`config.mk`:
```
export PLATFORM = sky130hd
export DESIGN_NAME = pcm_pulse_sequencer
export DESIGN_NICKNAME = d
export VERILOG_FILES = /design/src/rtl/pcm_pkg.sv /design/src/rtl/pcm_cycle_timer.sv /design/src/rtl/pcm_term_select.sv /design/src/rtl/pcm_sc_guard.sv /design/src/rtl/pcm_pulse_sequencer.sv
export SDC_FILE = /design/constraint.sdc
export NUM_CORES = 1
export LEC_CHECK = 0
export ABC_AREA = 0
export BUFFER_PORTS_ARGS = -buffer_cell sky130_fd_sc_hd__buf_2
export CAP_MARGIN = 15
export CORE_MARGIN = 10
export CORE_UTILIZATION = 31
export CTS_CLUSTER_DIAMETER = 80
export DETAILED_ROUTE_END_ITERATION = 16
export SLEW_MARGIN = 20
export SYNTH_ARGS = -nofsm -noshare
export SYNTH_HDL_FRONTEND = slang
export SYNTH_HIERARCHICAL = 1
export SYNTH_SLANG_ARGS = --single-unit
export TNS_END_PERCENT = 100
```
`constraint.sdc`:
```
create_clock -name clk_i -period 0.8 [get_ports clk_i]
set_input_delay 0.12 -clock clk_i [delete_from_list [all_inputs] [get_ports clk_i]]
set_output_delay 0.12 -clock clk_i [all_outputs]
set_load 0.02 [all_outputs]
```
`src/rtl/pcm_pkg.sv`:
```
package pcm_pkg;

  localparam int CAUSE_W = 5;

  typedef enum int unsigned {
    CZ_PWM  = 0,
    CZ_ILIM = 1,
    CZ_SS   = 2,
    CZ_SC   = 3,
    CZ_DMAX = 4
  } cause_idx_e;

  typedef logic [CAUSE_W-1:0] cause_t;

  function automatic int clamp_ticks(input int period, input int pct);
    return (period * pct) / 100;
  endfunction

endpackage

```
`src/rtl/pcm_cycle_timer.sv`:
```
module pcm_cycle_timer #(
  parameter int PERIOD_TICKS = 40,
  parameter int CW           = $clog2(PERIOD_TICKS)
) (
  input  logic          clk_i,
  input  logic          rst_ni,
  input  logic          run_i,
  output logic [CW-1:0] cnt_o,
  output logic          cycle_start_o
);

  localparam logic [CW-1:0] LAST = CW'(PERIOD_TICKS - 1);

  logic [CW-1:0] cnt_q, cnt_d;

  always_comb begin
    cnt_d = cnt_q;
    if (!run_i)            cnt_d = '0;
    else if (cnt_q == LAST) cnt_d = '0;
    else                   cnt_d = cnt_q + 1'b1;
  end

  always_ff @(posedge clk_i or negedge rst_ni) begin
    if (!rst_ni) cnt_q <= '0;
    else         cnt_q <= cnt_d;
  end

  assign cnt_o         = cnt_q;
  assign cycle_start_o = run_i && (cnt_q == '0);

  assert_period_wrap_R1: assert property (@(posedge clk_i) disable iff (!rst_ni)
    (run_i && cnt_q == LAST) |=> (cnt_q == '0));

endmodule

```
`src/rtl/pcm_term_select.sv`:
```
module pcm_term_select
  import pcm_pkg::*;
#(
  parameter int CW         = 6,
  parameter int SC_BLANK   = 8,
  parameter int REG_BLANK  = 12,
  parameter int DMAX_TICKS = 32
) (
  input  logic          drive_i,
  input  logic [CW-1:0] cnt_i,
  input  logic          pwm_i,
  input  logic          ilim_i,
  input  logic          ss_i,
  input  logic          sc_i,
  output cause_t        cause_o,
  output logic          ended_o
);

  localparam logic [CW-1:0] SC_OPEN  = CW'(SC_BLANK);
  localparam logic [CW-1:0] REG_OPEN = CW'(REG_BLANK);
  localparam logic [CW-1:0] CLAMP    = CW'(DMAX_TICKS);

  logic sc_window, reg_window;

  always_comb begin
    // cnt_i counts high clocks: 1 in the first clock after the rise
    sc_window  = drive_i && (cnt_i > SC_OPEN);
    reg_window = drive_i && (cnt_i > REG_OPEN);
    cause_o    = '0;
    if (sc_window && sc_i)              cause_o[CZ_SC]   = 1'b1;
    else if (reg_window && ilim_i)      cause_o[CZ_ILIM] = 1'b1;
    else if (reg_window && ss_i)        cause_o[CZ_SS]   = 1'b1;
    else if (reg_window && pwm_i)       cause_o[CZ_PWM]  = 1'b1;
    else if (drive_i && cnt_i == CLAMP) cause_o[CZ_DMAX] = 1'b1;
    ended_o = |cause_o;
  end

endmodule

```
`src/rtl/pcm_sc_guard.sv`:
```
module pcm_sc_guard #(
  parameter int SC_LIMIT = 4,
  parameter int SCW      = $clog2(SC_LIMIT + 1)
) (
  input  logic clk_i,
  input  logic rst_ni,
  input  logic run_i,
  input  logic ended_i,
  input  logic sc_end_i,
  output logic fault_o
);

  localparam logic [SCW-1:0] LIM = SCW'(SC_LIMIT);

  logic [SCW-1:0] run_q, run_d;
  logic           fault_q, fault_d;

  always_comb begin
    run_d   = run_q;
    fault_d = fault_q;
    if (!run_i) begin
      run_d   = '0;
      fault_d = 1'b0;
    end else if (ended_i) begin
      if (!sc_end_i)        run_d = '0;
      else if (run_q != LIM) run_d = run_q + 1'b1;
      if (sc_end_i && (run_q + 1'b1 == LIM)) fault_d = 1'b1;
    end
  end

  always_ff @(posedge clk_i or negedge rst_ni) begin
    if (!rst_ni) begin
      run_q   <= '0;
      fault_q <= 1'b0;
    end else begin
      run_q   <= run_d;
      fault_q <= fault_d;
    end
  end

  assign fault_o = fault_q;

  assert_fault_holds_R7: assert property (@(posedge clk_i) disable iff (!rst_ni)
    (run_i && fault_q) |=> fault_q);

  assert_clear_on_other_R8: assert property (@(posedge clk_i) disable iff (!rst_ni)
    (run_i && ended_i && !sc_end_i && !fault_q) |=> (run_q == '0 && !fault_q));

endmodule

```
`src/rtl/pcm_pulse_sequencer.sv`:
```
module pcm_pulse_sequencer
  import pcm_pkg::*;
#(
  parameter int PERIOD_TICKS    = 40,
  parameter int DUTY_PCT        = 80,
  parameter int SC_BLANK_TICKS  = 8,
  parameter int REG_BLANK_TICKS = 12,
  parameter int SC_LIMIT        = 4
) (
  input  logic               clk_i,
  input  logic               rst_ni,
  input  logic               enable_i,
  input  logic               pwm_trip_i,
  input  logic               ilim_trip_i,
  input  logic               ss_trip_i,
  input  logic               sc_trip_i,
  input  logic               comp_low_i,
  input  logic               comp_resume_i,
  output logic               drive_o,
  output logic               end_valid_o,
  output logic [CAUSE_W-1:0] end_cause_o,
  output logic               fault_req_o
);

  localparam int CW         = $clog2(PERIOD_TICKS);
  localparam int DMAX_TICKS = clamp_ticks(PERIOD_TICKS, DUTY_PCT);
  localparam logic [CW-1:0] CLAMP = CW'(DMAX_TICKS);

  // reset: asserted asynchronously, released on the clock
  logic [1:0] rsync_q;
  logic       rst_n;

  always_ff @(posedge clk_i or negedge rst_ni) begin
    if (!rst_ni) rsync_q <= 2'b00;
    else         rsync_q <= {rsync_q[0], 1'b1};
  end
  assign rst_n = rsync_q[1];

  logic [CW-1:0] cnt;
  logic          cycle_start;
  cause_t        cause;
  logic          ended;
  logic          fault;

  pcm_cycle_timer #(.PERIOD_TICKS(PERIOD_TICKS), .CW(CW)) u_timer (
    .clk_i        (clk_i),
    .rst_ni       (rst_n),
    .run_i        (enable_i),
    .cnt_o        (cnt),
    .cycle_start_o(cycle_start)
  );

  logic drive_q, drive_d;
  logic skip_q, skip_d;
  logic valid_q, valid_d;
  cause_t cause_q, cause_d;

  pcm_term_select #(
    .CW(CW), .SC_BLANK(SC_BLANK_TICKS), .REG_BLANK(REG_BLANK_TICKS),
    .DMAX_TICKS(DMAX_TICKS)
  ) u_term (
    .drive_i(drive_q),
    .cnt_i  (cnt),
    .pwm_i  (pwm_trip_i),
    .ilim_i (ilim_trip_i),
    .ss_i   (ss_trip_i),
    .sc_i   (sc_trip_i),
    .cause_o(cause),
    .ended_o(ended)
  );

  pcm_sc_guard #(.SC_LIMIT(SC_LIMIT)) u_guard (
    .clk_i   (clk_i),
    .rst_ni  (rst_n),
    .run_i   (enable_i),
    .ended_i (ended),
    .sc_end_i(cause[CZ_SC]),
    .fault_o (fault)
  );

  always_comb begin
    drive_d = drive_q;
    skip_d  = skip_q;
    valid_d = 1'b0;
    cause_d = '0;
    if (!enable_i) begin
      drive_d = 1'b0;
      skip_d  = 1'b0;
    end else begin
      if (comp_low_i)         skip_d = 1'b1;
      else if (comp_resume_i) skip_d = 1'b0;
      if (cycle_start && !skip_q && !fault) begin
        drive_d = 1'b1;
      end else if (ended) begin
        drive_d = 1'b0;
        valid_d = 1'b1;
        cause_d = cause;
      end
    end
  end

  always_ff @(posedge clk_i or negedge rst_n) begin
    if (!rst_n) begin
      drive_q <= 1'b0;
      skip_q  <= 1'b0;
      valid_q <= 1'b0;
      cause_q <= '0;
    end else begin
      drive_q <= drive_d;
      skip_q  <= skip_d;
      valid_q <= valid_d;
      cause_q <= cause_d;
    end
  end

  assign drive_o     = drive_q;
  assign end_valid_o = valid_q;
  assign end_cause_o = cause_q;
  assign fault_req_o = fault;

  assert_rise_at_start_R1: assert property (@(posedge clk_i) disable iff (!rst_n)
    $rose(drive_q) |-> $past(cnt == '0));

  assert_clamp_R2: assert property (@(posedge clk_i) disable iff (!rst_n)
    (drive_q && cnt == CLAMP) |=> !drive_q);

  assert_cause_with_fall_R5: assert property (@(posedge clk_i) disable iff (!rst_n)
    valid_q |-> ($fell(drive_q) && $countones(cause_q) == 1));

  assert_skip_blocks_R6: assert property (@(posedge clk_i) disable iff (!rst_n)
    (skip_q && !drive_q) |=> !drive_q);

  assert_fault_quiet_R7: assert property (@(posedge clk_i) disable iff (!rst_n)
    fault |-> !drive_q);

  assert_disable_R9: assert property (@(posedge clk_i) disable iff (!rst_n)
    !enable_i |=> (!drive_q && !valid_q));

endmodule

```
==> metrics.md, run 1 <==
| Metric | Value |
|---|---|
| Via/cell ratio | `4.71` |
| Post-layout min period | `about 1.6 ns` |
| Die height | `77.4 um` |
| RSZ-0062 raised after global routing | `yes` |
| Final core occ | `0.535` |
| First-pass GRT wire length | `4.26 mm` |
| Yosys top cell area share | `0.491` |
| Gpl congestion | `approximately 0.81` |
| Area after DPL | `1310 sq um` |
| Fmax | `613 MHz` |
| Root Buffer Master | `clkbuf_4` |
| Failing checks | `setup timing` |
| Layout cells sized above 1 | `0.543` |
| Max-Cap Viols | `0` |
| Fin. max-slew vios | `0` |
| Vias in the first global route | `912` |
| Post-synthesis mux area share | `0` |
| Syn nets | `115` |
| Synthesis-to-finish area growth | `62.9%` |
| Largest net degree at the start of global routing | `19` |
| Pwr/cell area | `between 1000 and 1500 nW/um^2` |
| Worst VDD drop | `849 uV` |
| Status | `complete, but fails checks` |
| Register area share after synthesis | `0.491` |
| CTS tree | `done` |
| Worst EP required | `0.99 ns` |
| Wire per inst | `13.5 um` |
| Core area | `a little over 3000 sq um` |
| YS warnings | `6` |
| Total Wirelength | `about 2.6 mm` |
| N_diodes | `0` |
| Final HPWL DP | `1.83 mm` |
| Critical path endpoint category | `flop` |
| Largest family of logic cells by synthesized area | `simple AND/OR/NAND/NOR gates` |
| Residual DRC | `0` |
| Drt pass-1 iters | `4` |
| Lkg Pwr | `0.741 nW` |
| Critical path class | `reg -> reg` |
| Gr usage total | `0.0849` |
| Synth cell types | `35` |
| Most area-consuming cells after synthesis | `dfrtp_1, ha_1, nand2_1` |
| 1st-iter DRT viols | `44` |
| Initial antenna violation count | `0` |
| Num CTS Buffers | `3` |
| Initial core utilization | `0.329` |
| Synthesized cell area | `between 1000 and 1500 sq um` |
| Overflow left after global routing | `0` |
| Compound-gate portion of the synthesized area | `0.142` |
| Number of fill cells in the layout | `~280` |
| Cells after Synth | `between 100 and 150` |
| Tcrit/Tclk final | `2.04` |
| Simple-gate share of the synthesized area | `0.245` |
| Final setup viols | `26` |
| Post-route ant nets | `0` |
| Critical path launch point type | `flop` |
| Skew final | `0.00588 ns` |
| CTS Sinks | `20` |
| XOR/XNOR share of the synthesized area | `0.0344` |
| Port bufs | `16` |
| Via count | `919` |
| Worst skew pair latency | `about 0.30 ns` |
| Post-route cell area | `1660 sq um` |
| Rows | `20` |
| CTS Buffer Depth | `2` |
| Horiz. Die Dim | `77.4 um` |
| Clk slew on worst S/H paths | `approximately 0.11 ns` |
| Synth Register Bits | `20` |
| Adder-cell share of the synthesized area | `0.0613` |
| Final hold slack | `0.0258 ns` |
| Die area | `5980 sq um` |
| Htree depth | `1` |
| Nets | `166` |
| Critical Path AT | `approximately 1.8 ns` |
| Fin. Hold Viols | `0` |
| Mean post-synth cell area | `roughly 10 sq um` |
| HP Class | `in -> reg` |
| Ports | `17` |
| Largest area contributor in the netlist | `dfrtp_1` |
| Setup WS post-layout | `-0.832 ns` |
| Crit-path max FO | `7` |
kinds of logic after synthesis:
kind of cell,after synthesis
adder cells (fa/ha/maj),5
buffers and inverters,6
flip-flops,20
other,1
AO/OA/AOI/OAI,21
XOR/XNOR,4
AND/OR/NAND/NOR,44
state kept, by name (all words and copies together) (netlist names):
signal,count
u_timer/cnt_o,6
end_valid_o,1
end_cause_o,5
skip_q,1
u_guard/run_q,3
drive_o,1
rsync_q,2
u_guard/fault_o,1
worst paths after layout:
| kind | slack (ns) | cells past startpoint | from | end |
|---|---|---|---|---|
| setup / recovery | -0.83 | 6 | u_timer/cnt_o[1]$_DFF_PN0_ | u_guard/run_q[2]$_DFFE_PN0P_ |
| hold / removal | 0.03 | 2 | comp_low_i | skip_q$_DFFE_PN0P_ |
| setup reg to reg | -0.83 | 6 | u_timer/cnt_o[1]$_DFF_PN0_ | u_guard/run_q[2]$_DFFE_PN0P_ |
| hold reg to reg | 0.20 | 1 | rsync_q[1]$_DFF_PN0_ | u_timer/cnt_o[3]$_DFF_PN0_ |
| max in group asynchronous | 0.40 | 1 | rsync_q[1]$_DFF_PN0_ | u_timer/cnt_o[1]$_DFF_PN0_ |
| min in group asynchronous | 0.12 | 2 | rst_ni | rsync_q[0]$_DFF_PN0_ |
critical path, cell delays in order, from the launching register on:
cell and delay [ns]:
dfrtp_2 0.48, o211ai_1 0.31, a21oi_2 0.11, a211o_4 0.32
a21o_2 0.21, nand2_2 0.06, a21oi_1 0.03
synthesized netlist by cell type:
library cell,number
a21o_2,1
nand2b_1,1
or3_1,1
nor3_1,2
nor3b_1,5
a21oi_2,1
nor2b_1,3
a31o_1,1
a31oi_1,1
conb_1,1
nor4_1,1
nand2_1,11
o31ai_1,1
o21ai_0,2
o22ai_1,2
ha_1,5
nand3_1,4
a21oi_1,5
nand3_2,1
nor2_1,6
or2_2,1
and2_1,5
o211ai_1,1
a41oi_1,1
xnor2_1,1
and3b_1,1
xor2_1,3
o21ai_1,1
and3_1,1
nor3b_4,1
o31ai_2,1
a211o_1,1
dfrtp_1,20
inv_1,6
o21a_1,2
stage by stage:
stage               std cells  setup slack [ns]  total power, mW  setup TNS [ns]
finish                    195            -0.832             1.87          -12.49
global route              195            -0.908             1.99          -13.93
CTS                       190            -0.819             1.83          -12.19
detailed placement        181            -0.818             1.28          -10.76
global placement          181            -0.786             1.28          -10.42
floorplan                 101            -0.685             1.18           -8.48
cell usage in the layout, fill, tap and decap left out, types with 4 or more instances in the layout:
cell     Yosys  layout
a21oi_2      1       4
and2_1       5       4
buf_2        0       8
buf_4        0      22
buf_6        0      15
dfrtp_1     20      16
dfrtp_2      0       4
inv_1        6       4
nand2_1     11       8
nor2_1       6       6
area by class of cell:
type | instances | area (sq um) | area share
tap | 44 | 55.1 | 0.0331
clock buffer | 4 | 26.3 | 0.0158
multi-input combinational | 75 | 666 | 0.401
sequential | 20 | 505 | 0.304
timing repair buffer | 46 | 384 | 0.231
inverter | 6 | 25.0 | 0.0151
where the power goes:
group / switching [mW] / internal [mW] / total (mW)
combinational: 0.140 / 0.161 / 0.301
sequential: 0.0421 / 1.04 / 1.08
clock: 0.297 / 0.194 / 0.491
repair_timing:
action,4_1_cts,5_1_grt
pin swaps,12,10
hold endpoints to repair,2,0
hold buffers,1,0
endpoints found under the setup margin,26,26
setup buffers,5,5
gates resized for setup,33,23
routing by layer:
metal	GRT usage	up-vias	part of all wire
met5	0	-	0
met4	0.0310	0	0.013
met3	0.0265	4	0.046
met2	0.140	20	0.49
met1	0.101	445	0.45
li1	-	450	-
No activity file was read; power rests on OpenSTA's default activity.
==> run 2: changes to the inputs <==
- HOLD_SLACK_MARGIN: unset -> 0.1
- SYNTH_HIERARCHICAL: 1 -> unset
==> run 2 against run 1 <==
The run still ends with setup timing left. Final area rose by 0.68%. Wire length is 2.6% higher. Worst hold slack gained 0.059 ns. Synthesized area shrank 1.1%. Power up 0.59%. Critical path type unchanged. Critical endpoint is now u_guard.run_q[1]$_DFFE_PN0P_.
==> metrics.md, run 2 <==
| Metric | Value |
|---|---|
| Net Sw Frac | `0.258 (+0.00215)` |
| Lkg Pwr | `0.756 nW (+2.0%)` |
| Initial antenna violation count | `0 (unchanged)` |
| Fin. Hold Viols | `0 (unchanged)` |
| CTS tree | `done` |
| Core area | `3080 sq um (-0.81%)` |
| Die area | `5930 sq um (-0.83%)` |
| Via count | `890 (-3.2%)` |
| Most frequent cells in the layout | `buf_4, dfrtp_1, buf_6, buf_2` |
| Vias in the first global route | `948 (+3.9%)` |
| Max FFs per register | `6 (unchanged)` |
| Pre-CTS setup slack | `-0.849 ns (-0.0303 ns)` |
| Register area share after synthesis | `0.496 (+0.00548)` |
| Reg2Reg Setup Slack | `-0.87 ns (-0.03 ns)` |
| Synth Register Bits | `20 (unchanged)` |
| Worst skew pair latency | `0.29 ns (about the same)` |
| Skew final | `0.00621 ns (+0.000333 ns)` |
| Most area-consuming cells after synthesis | `dfrtp_1, ha_1, nor2_1` |
| Crit-path max FO | `5 (-2)` |
| Combinational Power Share | `0.192 (+0.031)` |
| YS warnings | `0 (-6)` |
| Most frequent cell after synthesis | `dfrtp_1` |
| Asr flop ratio synth | `1.00 (unchanged)` |
| CTS hold repair buffers | `2 (+1)` |
| Synth cell types | `35 (unchanged)` |
| Max-Cap Viols | `0 (unchanged)` |
| Most frequent cells after synthesis | `dfrtp_1, nor2_1, inv_1, nand2_1, ha_1` |
| Num CTS Buffers | `3 (unchanged)` |
| Clk pwr share | `0.245 (-0.017)` |
| N_diodes | `0 (unchanged)` |
| HP Class | `in -> reg` |
| Internal power | `1.40 mW (+0.30%)` |
| Htree depth | `1 (unchanged)` |
| Final HPWL DP | `1.89 mm (+3.4%)` |
| Final setup viols | `25 (-3.8%)` |
| Nets | `163 (-1.8%)` |
| Ports | `17 (unchanged)` |
| Setup WS post-layout | `-0.866 ns (-0.0341 ns)` |
| Fin. max-slew vios | `0 (unchanged)` |
| Drt pass-1 iters | `4 (unchanged)` |
| Sequential power share | `0.563 (-0.014)` |
| Worst VDD drop | `1030 uV (+21%)` |
| Placed instance count | `182 (+0.55%)` |
| Total Wirelength | `2.70 mm (+2.6%)` |
| Mean post-synth cell area | `10.6 sq um (+5.1%)` |
| RSZ-0062 raised after global routing | `yes` |
| Most common cell after layout, fill and taps aside | `buf_4` |
| Critical path launch point type | `flop` |
| Final Instance Count excl. Fillers | `191 (-2.1%)` |
| Gr usage total | `0.0876 (+0.00271)` |
| Post-layout min period | `1.67 ns (+0.0341 ns)` |
| Worst EP required | `0.99 ns (about the same)` |
| CTS Sinks | `20 (unchanged)` |
| Final core occ | `0.543 (+0.00801)` |
| Overflow left after global routing | `0 (unchanged)` |
| Via/cell ratio | `4.66 (-1.1%)` |
| 1st-iter DRT viols | `31 (-30%)` |
| Gpl congestion | `0.864 (+6.4%)` |
| Residual DRC | `0 (unchanged)` |
| Ys flop type | `dfrtp_1` |
| Die height | `77.0 um (-0.41%)` |
| Critical path class | `reg -> reg` |
| Initial core utilization | `0.328 (-0.000987)` |
| Synthesized cell area | `1010 sq um (-1.1%)` |
| Root Buffer Master | `clkbuf_4` |
| Switching pwr | `486 uW (+1.4%)` |
| Synthesis-to-finish area growth | `65.9%` |
| Syn nets | `109 (-5.2%)` |
| Status | `complete, but fails checks` |
| Number of synthesized flops with an enable pin | `0 (unchanged)` |
| Cells after Synth | `95 (-5.9%)` |
| Yosys top cell area share | `0.496 (+0.00548)` |
| Largest net degree at the start of global routing | `12 (-7)` |
| Largest area contributor in the netlist | `dfrtp_1` |
| Final hold slack | `0.0845 ns (+0.0587 ns)` |
| Fmax | `600 MHz (-2.0%)` |
| Clk slew on worst S/H paths | `0.11 ns (about the same)` |
| Wire per inst | `14.2 um (+4.8%)` |
| First-pass GRT wire length | `4.37 mm (+2.6%)` |
| CTS Buffer Depth | `2 (unchanged)` |
| Tcrit/Tclk final | `2.08 (+0.0426)` |
| Post-route ant nets | `0 (unchanged)` |
| Failing checks | `setup timing` |
| Rows | `20 (unchanged)` |
| Critical path endpoint category | `flop` |
| Pwr/cell area | `1130 nW/um^2 (about the same)` |
| Horiz. Die Dim | `77.0 um (-0.41%)` |
| Port bufs | `16 (unchanged)` |
| Critical Path AT | `1.85 ns (+0.03 ns)` |
| Layout cells sized above 1 | `0.612 (+0.0692)` |
## run 2: changes by cell type in the layout (fill, tap and decap cells not counted), sizes merged, moves of 3 or more
| cell | previous run | this run |
|---|---|---|
| nor2 | 6 | 13 |
| nor3b | 6 | 1 |
| and2 | 5 | 2 |
| buf | 45 | 48 |
| nand2 | 11 | 8 |
| nand4 | 0 | 3 |
## run 2: worst max-delay path, stage by stage (launching register included)
cell,delay [ns]
dfrtp_1,0.37
inv_2,0.05
ha_4,0.15
nor2b_4,0.13
o21a_4,0.21
nor2_4,0.19
buf_6,0.13
buf_6,0.09
nand4_1,0.12
o311ai_2,0.12
## run 2: final timing paths
kind                                       startpoint                      endpoint  cells after the start
setup / recovery           u_timer.cnt_o[1]$_DFF_PN0_  u_guard.run_q[1]$_DFFE_PN0P_                      9
setup reg to reg           u_timer.cnt_o[1]$_DFF_PN0_  u_guard.run_q[1]$_DFFE_PN0P_                      9
min in group asynchronous                      rst_ni          rsync_q[0]$_DFF_PN0_                      2
hold reg to reg                  rsync_q[1]$_DFF_PN0_  u_guard.run_q[2]$_DFFE_PN0P_                      1
max in group asynchronous        rsync_q[1]$_DFF_PN0_    u_timer.cnt_o[2]$_DFF_PN0_                      1
hold / removal                              ss_trip_i      end_cause_o[0]$_DFF_PN0_                      3
## run 2: power groups by stage
stage          clock network [mW]  registers [mW]  logic (mW)
2_1_floorplan                   0            1.10       0.113
3_3_place_gp                    0            1.07       0.268
3_5_place_dp                    0            1.08       0.272
4_1_cts                     0.483            1.06       0.312
5_1_grt                     0.513            1.06       0.396
6_report                    0.461            1.06       0.361
## run 2: metrics by stage
step | TNS (ns) | instance area (sq um) | total power, mW
floorplan | -8.13 | 1030 | 1.21
global placement | -9.25 | 1370 | 1.34
detailed placement | -9.74 | 1370 | 1.35
CTS | -10.94 | 1560 | 1.85
global route | -12.86 | 1670 | 1.97
finish | -11.43 | 1670 | 1.88
## run 2: repair_timing
item / CTS / global route
endpoints found under the hold margin: 4 / 1
pin swaps: 12 / 12
buffers inserted: 3 / 4
gates resized for setup: 34 / 23
setup endpoints to repair: 25 / 26
## run 2: cells by family after synthesis
kind of cell | after synthesis | synth area share
and+or+nand+nor | 39 | 0.233
DFF | 20 | 0.496
AOI/OAI and AO/OA | 17 | 0.129
buffers and inverters | 9 | 0.0409
adders and majority gates | 5 | 0.0620
xor gates and xnor gates | 4 | 0.0347
other | 1 | 0.00372
## run 2: area by class of cell
type	count	area (sq um)
repair buffers	50	420
clock buffers	3	22.5
well taps	44	55.1
multi-input cells	66	643
inverters	8	30.0
flip-flops and latches	20	502
fillers	288	1410
## run 2: metal layers
| layer | track usage | vias up | wire, um |
|---|---|---|---|
| met5 | 0 | - | 0 |
| met4 | 0.0164 | 0 | 21 |
| met3 | 0.0350 | 4 | 157 |
| met2 | 0.149 | 26 | 1360 |
| met1 | 0.102 | 426 | 1170 |
| li1 | - | 434 | - |
==> run 3: changes to the inputs <==
- PLACE_DENSITY: unset -> 0.61
==> run 3 against run 2 <==
The run still ends with setup timing left. Sequential power hardly changed. Power is 5.4% higher. Wire length is 9.9% lower. Global-route usage is 0.27 points lower. Cell count is 1.0% higher. Combinational power is 5% lower. Critical endpoint is now end_cause_o[0]$_DFF_PN0_. Largest power group unchanged. Highest routed layer unchanged.
==> metrics.md, run 3 (synthesis results as in run 2) <==
| Metric | Value |
|---|---|
| WP depth | `7 (-2)` |
| Nets | `164 (+0.61%)` |
| Post-Route Setup TNS | `-10.99 ns (+0.441 ns)` |
| Tcrit/Tclk final | `2.03 (-0.0519)` |
| Delay-heaviest family, CP | `simple AND/OR/NAND/NOR gates` |
| Pre-CTS setup slack | `-0.850 ns (-0.00159 ns)` |
| Bufs and invs on worst path | `1 (-2)` |
| Initial core utilization | `0.328 (unchanged)` |
| Die height | `77.0 um (unchanged)` |
| Core area | `3080 sq um (unchanged)` |
| Number of fill cells in the layout | `278 (-3.5%)` |
| Crit Reg-Reg Endpoint | `end_cause_o[0]$_DFF_PN0_` |
| Initial antenna violation count | `0 (unchanged)` |
| Layout cells sized above 1 | `0.544 (-0.0686)` |
| Most common cell after layout, fill and taps aside | `buf_4` |
| Setup WS post-layout | `-0.825 ns (+0.0415 ns)` |
| Pwr/cell area | `1210 nW/um^2 (+7.6%)` |
| Port bufs | `16 (unchanged)` |
| Most frequent cells in the layout | `buf_4, dfrtp_1, buf_6, nand2_1, buf_2` |
| Hold Crit Start | `ss_trip_i` |
| Crit-path max FO | `4 (-1)` |
| CP Cell Sequence | `inv_2 > ha_4 > nor2b_4 > o21a_4 > nor2_4 > or3_4 > nor4b_4` |
| Final HPWL DP | `1.76 mm (-7.0%)` |
| Critical path endpoint category | `flop` |
| CP max-delay cell | `dfrtp_1` |
| Worst skew pair latency | `0.30 ns (about the same)` |
| Synthesis-to-finish area growth | `62.4%` |
| Total Wirelength | `2.44 mm (-9.9%)` |
| Lkg Pwr | `0.762 nW (+0.79%)` |
| Worst r2r src | `u_timer.cnt_o[0]$_DFF_PN0_` |
| Critical path launch point type | `flop` |
| Drt pass-1 iters | `4 (unchanged)` |
| Gr usage total | `0.0849 (-0.00267)` |
| Worst VDD drop | `1120 uV (+8.7%)` |
| Worst EP required | `1.02 ns (+0.03 ns)` |
| Vias in the first global route | `1001 (+5.6%)` |
| WHS Endpoint | `end_cause_o[0]$_DFF_PN0_` |
| Status | `complete, but fails checks` |
| Max-Cap Viols | `0 (unchanged)` |
| Final core occ | `0.532 (-0.0114)` |
| Largest net degree at the start of global routing | `19 (+7)` |
| RSZ-0062 raised after global routing | `yes` |
| HP Class | `in -> reg` |
| First-pass GRT wire length | `4.31 mm (-1.4%)` |
| Worst-case reg-to-reg path depth | `7 (-2)` |
| Fin. Hold Viols | `0 (unchanged)` |
| Ports | `17 (unchanged)` |
| Critical Path AT | `1.85 ns (about the same)` |
| Num CTS Buffers | `3 (unchanged)` |
| Skew final | `0.0112 ns (+0.00501 ns)` |
| Fin. max-slew vios | `0 (unchanged)` |
| Rows | `20 (unchanged)` |
| Horiz. Die Dim | `77.0 um (unchanged)` |
| CTS Sinks | `20 (unchanged)` |
| Via count | `881 (-1.0%)` |
| CTS Buffer Depth | `2 (unchanged)` |
| Failing checks | `setup timing` |
| Area of the multi-input gates | `583 sq um (-9.3%)` |
| Fmax | `616 MHz (+2.6%)` |
| Residual DRC | `0 (unchanged)` |
| Final setup viols | `25 (unchanged)` |
| Max FFs per register | `6 (unchanged)` |
| 1st-iter DRT viols | `19 (-39%)` |
| Gpl congestion | `0.812 (-6.0%)` |
| Die area | `5930 sq um (unchanged)` |
| Register Area | `500 sq um (-0.25%)` |
| Via/cell ratio | `4.56 (-2.0%)` |
| Hold Path Depth | `3 (unchanged)` |
| Final hold slack | `0.0821 ns (-0.00241 ns)` |
| Htree depth | `1 (unchanged)` |
| Root Buffer Master | `clkbuf_4` |
| Reg2Reg Setup Slack | `-0.82 ns (+0.04 ns)` |
| Wire per inst | `12.6 um (-11%)` |
| Clk slew on worst S/H paths | `0.12 ns (about the same)` |
| Max incr delay on CP | `0.40 ns (+0.03 ns)` |
| N_diodes | `0 (unchanged)` |
| Overflow left after global routing | `0 (unchanged)` |
| Critical path class | `reg -> reg` |
| Post-route ant nets | `0 (unchanged)` |
| Post-layout min period | `1.62 ns (-0.0415 ns)` |
| CTS tree | `done` |
## run 3: metal layers
layer / wire length [um] / GRT usage / vias to the layer above
li1: - / - / 435
met1: 1110 / 0.0994 / 424
met2: 1170 / 0.143 / 20
met3: 139 / 0.0361 / 2
met4: 14 / 0.0128 / 0
met5: 0 / 0 / -
## run 3: worst min-delay path: stages
cell and delay [ns]:
buf_2 0.09, buf_4 0.11, nor4b_4 0.04
## run 3: timing repair
item,4_1_cts,5_1_grt
endpoints found under the setup margin,25,26
endpoints found under the hold margin,5,3
pin swaps,8,9
gates resized for setup,34,10
buffers inserted,4,2
hold buffers,3,1
## run 3: through the flow
stage	power, mW	instance area [sq um]	cells
floorplan	1.21	1030	95
global placement	1.34	1350	180
detailed placement	1.35	1350	180
CTS	2.00	1580	191
global route	2.09	1640	193
finish	1.98	1640	193
## run 3: where the power goes
group / switching [mW] / total (mW) / internal [mW]
clock network: 0.306 / 0.583 / 0.278
registers: 0.0211 / 1.06 / 1.04
logic: 0.159 / 0.343 / 0.184
total: 0.486 / 1.98 / 1.50
## run 3: worst max path at each step
stage | from | endpoint | slack [ns]
after floorplan | u_timer.cnt_o[0]$_DFF_PN0_ | u_guard.run_q[2]$_DFFE_PN0P_ | -0.85
after global placement | u_timer.cnt_o[0]$_DFF_PN0_ | u_guard.run_q[2]$_DFFE_PN0P_ | -0.80
after detailed placement | u_timer.cnt_o[1]$_DFF_PN0_ | u_guard.run_q[2]$_DFFE_PN0P_ | -0.85
after CTS | u_timer.cnt_o[0]$_DFF_PN0_ | end_cause_o[0]$_DFF_PN0_ | -0.83
after global routing | u_timer.cnt_o[0]$_DFF_PN0_ | end_cause_o[0]$_DFF_PN0_ | -0.91
final | u_timer.cnt_o[0]$_DFF_PN0_ | end_cause_o[0]$_DFF_PN0_ | -0.82
## run 3: final cells by class
cell class / count / area share
clock buffer: 4 / 0.0222
inverter: 8 / 0.0183
multi-input combinational: 66 / 0.356
sequential: 20 / 0.306
tap: 44 / 0.0336
timing repair buffer: 51 / 0.264
